==> config.mk <==
export PLATFORM = sky130hd
export DESIGN_NAME = hz_pc_sequencer
export DESIGN_NICKNAME = d
export VERILOG_FILES = /design/src/rtl/hz_pkg.sv /design/src/rtl/hz_op_select.sv /design/src/rtl/hz_ret_stack.sv /design/src/rtl/hz_pc_sequencer.sv
export SDC_FILE = /design/constraint.sdc
export NUM_CORES = 1
export LEC_CHECK = 0
export BUFFER_PORTS_ARGS = -buffer_cell sky130_fd_sc_hd__buf_2
export CAP_MARGIN = 40
export CORE_MARGIN = 1
export CORE_UTILIZATION = 25
export CTS_CLUSTER_SIZE = 14
export DETAILED_ROUTE_END_ITERATION = 6
export GPL_TIMING_DRIVEN = 0
export PLACE_DENSITY_LB_ADDON = 0.08
export REMOVE_ABC_BUFFERS = 1
export SYNTH_ARGS = -nofsm -noshare
export SYNTH_HDL_FRONTEND = slang
export SYNTH_SLANG_ARGS = --single-unit
==> constraint.sdc <==
create_clock -name clk -period 4.4 [get_ports clk]
set_input_delay 0.88 -clock clk [delete_from_list [all_inputs] [get_ports clk]]
set_output_delay 0.88 -clock clk [all_outputs]
set_load 0.02 [all_outputs]
==> src/rtl/hz_pkg.sv <==
package hz_pkg;

    localparam int OPW = 5;

    typedef enum logic [OPW-1:0] {
        OP_HLT  = 5'b00000,
        OP_CJMP = 5'b10010,
        OP_JMP  = 5'b10011,
        OP_CLR  = 5'b10100,
        OP_CALL = 5'b10101,
        OP_RET  = 5'b10110,
        OP_REP  = 5'b10111
    } op_e;

endpackage

==> src/rtl/hz_op_select.sv <==
module hz_op_select
    import hz_pkg::*;
(
    input  logic           clk,
    input  logic           rst,
    input  logic           exec_i,
    input  logic [OPW-1:0] op_i,
    output logic [OPW-1:0] eff_o
);

    logic [OPW-1:0] prev_d, prev_q;

    always_comb begin
        eff_o  = (op_i == OP_REP) ? prev_q : op_i;
        prev_d = exec_i ? eff_o : prev_q;
    end

    always_ff @(posedge clk) begin
        if (rst) prev_q <= OP_HLT;
        else     prev_q <= prev_d;
    end

    AST_REP_KEEPS_PREV: assert property (@(posedge clk) disable iff (rst)
        (exec_i && op_i == OP_REP) |=> (prev_q == $past(prev_q)));

    AST_PREV_NOT_REP: assert property (@(posedge clk) disable iff (rst)
        prev_q != OP_REP);

endmodule

==> src/rtl/hz_ret_stack.sv <==
module hz_ret_stack #(
    parameter int DEPTH = 8,
    parameter int AW    = 8
) (
    input  logic          clk,
    input  logic          rst,
    input  logic          push_i,
    input  logic          pop_i,
    input  logic [AW-1:0] data_i,
    output logic [AW-1:0] top_o,
    output logic          empty_o,
    output logic          ovf_o,
    output logic          unf_o
);

    localparam int IW = (DEPTH > 1) ? $clog2(DEPTH) : 1;
    localparam int CW = $clog2(DEPTH + 1);

    typedef struct packed {
        logic [CW-1:0] cnt;
        logic          ovf;
        logic          unf;
    } ctl_t;

    ctl_t          ctl_d, ctl_q;
    logic [AW-1:0] mem_d [DEPTH];
    logic [AW-1:0] mem_q [DEPTH];
    logic [IW-1:0] wr_idx, rd_idx;
    logic          full;

    assign full    = (ctl_q.cnt == CW'(DEPTH));
    assign empty_o = (ctl_q.cnt == '0);
    assign wr_idx  = IW'(ctl_q.cnt);
    assign rd_idx  = IW'(ctl_q.cnt - 1'b1);
    assign top_o   = mem_q[rd_idx];
    assign ovf_o   = ctl_q.ovf;
    assign unf_o   = ctl_q.unf;

    always_comb begin
        ctl_d = ctl_q;
        mem_d = mem_q;
        if (push_i) begin
            if (full) begin
                ctl_d.ovf = 1'b1;
            end else begin
                mem_d[wr_idx] = data_i;
                ctl_d.cnt     = ctl_q.cnt + 1'b1;
            end
        end else if (pop_i) begin
            if (empty_o) ctl_d.unf = 1'b1;
            else         ctl_d.cnt = ctl_q.cnt - 1'b1;
        end
    end

    always_ff @(posedge clk) begin
        if (rst) begin
            ctl_q <= '0;
            for (int i = 0; i < DEPTH; i++) mem_q[i] <= '0;
        end else begin
            ctl_q <= ctl_d;
            mem_q <= mem_d;
        end
    end

    AST_NO_OVERFLOW: assert property (@(posedge clk) disable iff (rst)
        (push_i && full) |=> (ctl_q.cnt == CW'(DEPTH)) && ovf_o);

    AST_NO_UNDERFLOW: assert property (@(posedge clk) disable iff (rst)
        (pop_i && empty_o) |=> (empty_o && unf_o));

    AST_OVF_STICKY: assert property (@(posedge clk) disable iff (rst)
        ovf_o |=> ovf_o);

    AST_UNF_STICKY: assert property (@(posedge clk) disable iff (rst)
        unf_o |=> unf_o);

    AST_CNT_RANGE: assert property (@(posedge clk) disable iff (rst)
        ctl_q.cnt <= CW'(DEPTH));

endmodule

==> src/rtl/hz_pc_sequencer.sv <==
module hz_pc_sequencer
    import hz_pkg::*;
#(
    parameter int AW          = 8,
    parameter int STACK_DEPTH = 8
) (
    input  logic           clk,
    input  logic           rst,
    input  logic [OPW-1:0] opcode_i,
    input  logic [AW-1:0]  target_i,
    input  logic           cond_i,
    input  logic           start_i,
    output logic [AW-1:0]  fetch_addr_o,
    output logic           running_o,
    output logic           clr_regs_o,
    output logic           stk_ovf_o,
    output logic           stk_unf_o
);

    typedef struct packed {
        logic [AW-1:0] pc;
        logic          run;
        logic          clr;
    } seq_t;

    seq_t           st_d, st_q;
    logic [OPW-1:0] eff;
    logic           step;
    logic           push, pop;
    logic [AW-1:0]  inc;
    logic [AW-1:0]  stk_top;
    logic           stk_empty;

    hz_op_select u_opsel (
        .clk    (clk),
        .rst    (rst),
        .exec_i (st_q.run),
        .op_i   (opcode_i),
        .eff_o  (eff)
    );

    hz_ret_stack #(
        .DEPTH (STACK_DEPTH),
        .AW    (AW)
    ) u_stack (
        .clk     (clk),
        .rst     (rst),
        .push_i  (push),
        .pop_i   (pop),
        .data_i  (inc),
        .top_o   (stk_top),
        .empty_o (stk_empty),
        .ovf_o   (stk_ovf_o),
        .unf_o   (stk_unf_o)
    );

    // Incrementer carry-in: any set opcode bit, or a start/trap pulse.
    assign step = (|eff) | start_i;
    assign inc  = st_q.pc + AW'(1);

    always_comb begin
        st_d     = st_q;
        st_d.clr = 1'b0;
        push     = 1'b0;
        pop      = 1'b0;
        if (!st_q.run) begin
            if (start_i) begin
                st_d.pc  = inc;
                st_d.run = 1'b1;
            end
        end else begin
            st_d.pc  = st_q.pc + AW'(step);
            st_d.run = step;
            case (eff)
                OP_JMP:  st_d.pc = target_i;
                OP_CJMP: if (cond_i) st_d.pc = target_i;
                OP_CLR:  st_d.clr = 1'b1;
                OP_CALL: begin
                    push    = 1'b1;
                    st_d.pc = target_i;
                end
                OP_RET: begin
                    pop = 1'b1;
                    if (!stk_empty) st_d.pc = stk_top;
                end
                default: ;
            endcase
        end
    end

    always_ff @(posedge clk) begin
        if (rst) st_q <= '0;
        else     st_q <= st_d;
    end

    assign fetch_addr_o = st_q.pc;
    assign running_o    = st_q.run;
    assign clr_regs_o   = st_q.clr;

    AST_IDLE_HOLD: assert property (@(posedge clk) disable iff (rst)
        (!running_o && !start_i) |=> ($stable(fetch_addr_o) && !running_o));

    AST_START_RESUME: assert property (@(posedge clk) disable iff (rst)
        (!running_o && start_i) |=> (running_o && fetch_addr_o == $past(fetch_addr_o) + AW'(1)));

    AST_HALT_FREEZE: assert property (@(posedge clk) disable iff (rst)
        (running_o && opcode_i == OP_HLT && !start_i) |=> ($stable(fetch_addr_o) && !running_o));

    AST_JUMP_TAKEN: assert property (@(posedge clk) disable iff (rst)
        (running_o && opcode_i == OP_JMP) |=> (fetch_addr_o == $past(target_i)));

    AST_CLR_PULSE: assert property (@(posedge clk) disable iff (rst)
        (running_o && opcode_i == OP_CLR) |=> clr_regs_o);

    AST_CLR_IDLE: assert property (@(posedge clk) disable iff (rst)
        (!running_o) |=> !clr_regs_o);

endmodule

==> impl_metrics.toml <==
[layout]
multiInputGateArea_sq_um = 2880
syn_to_final_growth_pct = 12.80
fillers = 2026
regArea_sq_um = 1703
layout.nets = 553
drive_above_1_share_pct = 14.77
final_common_cell = "dfxtp_1"
antennaDiodeCount = 0
fin_util_pct = 29.01
final_cell_mix = "84 x dfxtp_1, 62 x nor2_1, 48 x mux2i_1, 37 x nand2_1, 28 x buf_2"

[sta]
rsz0062_at_grt = "no"
finalHoldViolCount = 0
fin_crit_sh_pct = 85.31
skew_ps = 8.084
fin_hold_ws_ps = 455.6
finalCriticalPeriod_ps = 3754
relSlewSlack_pct = 43.93
finalSetupViolations = 0
drv_slew = 0
fmaxAchievable_mhz = 266.4
fin_setup_tns_ps = 0
tightestPinTransition_ps = 841.0

[clock_tree]
post_cts_resized = 0
clkSlewWorstSetupHoldPaths_ps = 70
postCtsSetupBuffers = 0
worstSkewPairLatency_ps = 350
htree_levels = 3
numCtsBuffers = 9
ctsHoldBuffers = 0
cts_tree = "built"
clockBufferDepth = 2
cts.sinks = 85
cts-root-buf = "clkbuf_16"

[setup_path]
critPathKind = "in2reg"
crit_required_ps = 4610
arrival_ps = 3970
crit_path_max_fanout = 10
crit_path_start_kind = "input port"
crit_path_end_kind = "register"

[yosys]
ys_types = 70
seq_area_frac_synth_pct = 35.02
synth_warnings = 0
synth_top_area_share_pct = 35.02
synth_area_leader_cell = "dfxtp_1"
yosys_register_bits = 85
synthCells = 525
synth-edff-count = 0
ys.flop_type = "dfxtp_1"
synth.top_cells.by_area = "dfxtp_1 35%, mux2i_1 9.9%, mux4_2 5.6%"
synth_area_per_cell_sq_um = 9.254
synthArstFlopShare_pct = 0
post_synth_instance_area_sq_um = 4858

[die]
initial_core_util_pct = 25.72
dieArea_sq_um = 20000
die_w_um = 141.4
core-area_sq_um = 18890
die_h_um = 141.4
ios = 29
rows = 50

[placement]
place.gp.congestion = 0.8035
dpl.hpwl_um = 10530
io_buffers = 28

[route]
drtIter0Drc = 193
via_per_inst = 4.961
firstDrtPassIters = 4
routedWlPerCell_um = 18.69
wl_um = 14860
vias = 3944
drcViolationCount = 0
postRouteAntennaNets = 0

[power]
pwr-share-seq_pct = 46.6
ir_drop_mv = 0.1786
swShare_pct = 27.72
power.internal_mw = 1.249
fin_total_pwr_mw = 1.728
comb_power_share_pct = 10.3
switchingPower_uw = 479.1
pwr_density_cell_nw_per_um2 = 315.4
p_leak_nw = 1.986
clkPwrFrac_pct = 43.2

[job]
drv_cap = 0

[global_route]
grt_max_degree = 43
antenna_found_initial = 0
grt_pass1_wl_um = 23200
overflow = 0
track_usage_pct = 15.70
grt_pass1_vias = 3872

[status]
status = "completed"

[hold_path]
hold_class = "reg2reg"
==> stage by stage <==
| stage | cells | setup WS, ps | cell area, sq um |
|---|---|---|---|
| after detailed placement | 779 | 328.3 | 5197 |
| final | 795 | 646.4 | 5480 |
| after global routing | 795 | 466.9 | 5480 |
| after floorplan | 485 | 967.2 | 4627 |
| after CTS | 795 | 661.2 | 5480 |
| after global placement | 773 | -142.4 | 5092 |
==> power groups by stage <==
stage          sequential (mW)  combinational (mW)  clock [mW]
2_1_floorplan            0.822              0.0974           0
4_1_cts                  0.805               0.180       0.776
6_report                 0.805               0.177       0.746
3_5_place_dp             0.823               0.179           0
5_1_grt                  0.807               0.193       0.807
3_3_place_gp             0.826               0.168           0
==> sequential cells by signal (all words and copies together), names as in the netlist <==
name	flops
clr_regs_o	1
u_stack.unf_o	1
fetch_addr_o	8
u_stack.ctl_q	4
u_stack.mem_q	64
running_o	1
u_opsel.prev_q	5
u_stack.ovf_o	1
==> worst paths after layout <==
kind | from | endpoint | slack (ps) | cells past startpoint
hold reg to reg | u_stack.mem_q[50] | u_stack.mem_q[50] | 460 | 2
setup reg to reg | u_stack.ctl_q[2] | fetch_addr_o[6] | 960 | 7
setup / recovery | opcode_i[3] | fetch_addr_o[4] | 650 | 13
hold / removal | u_stack.mem_q[50] | u_stack.mem_q[50] | 460 | 2
==> area by class of cell <==
type | instances | share of cell area [%]
Sequential cell | 85 | 31.07
Tap cell | 260 | 5.936
Multi-Input combinational cell | 388 | 52.56
Inverter | 12 | 0.8219
Clock buffer | 11 | 4.429
Timing Repair Buffer | 34 | 4.452
Clock inverter | 5 | 0.7306
==> kinds of logic after synthesis <==
family          Yosys count  share of synthesized area [%]
compound gates          112                          16.10
xor+xnor                 22                          3.966
fa+ha+maj                 6                          1.545
buf+inv                  52                          5.692
flops                    85                          35.02
mux                      65                          17.23
simple gates            183                          20.45
==> critical path, cell delays in order <==
cell	delay (ps)
buf_2	150
nand4b_1	190
o21ai_1	560
o21ai_0	180
or4_1	490
ha_1	270
ha_1	260
nand3_1	120
xor2_1	210
a211oi_1	90
nand3b_1	170
a221oi_1	260
o21ai_0	130
==> per-layer routing <==
metal | GRT usage (%) | up-vias | routed length [um]
met3 | 3.780 | 7 | 679
met4 | 3.565 | 0 | 104
li1 | - | 1931 | -
met2 | 25.12 | 84 | 6873
met1 | 21.33 | 1922 | 7204
met5 | 0 | - | 0
==> Yosys cell counts (all sizes together) (3+ instances only) <==
library cell,count
dfxtp,85
nor2,62
mux2i,48
nand2,37
o21ai,33
nand3,29
buf,23
clkbuf,17
mux4,14
xnor2,13
inv,12
a21oi,11
a31o,10
a31oi,10
xor2,9
a211oi,8
nor3,8
and3,6
ha,6
nand2b,6
nand3b,6
a22oi,4
nand4b,4
nor4,4
o21bai,4
o22ai,4
a221oi,3
and2,3
mux2,3
o211a,3
o31a,3
o31ai,3
or3,3
or4,3
Power figures use the tool's default switching activity.
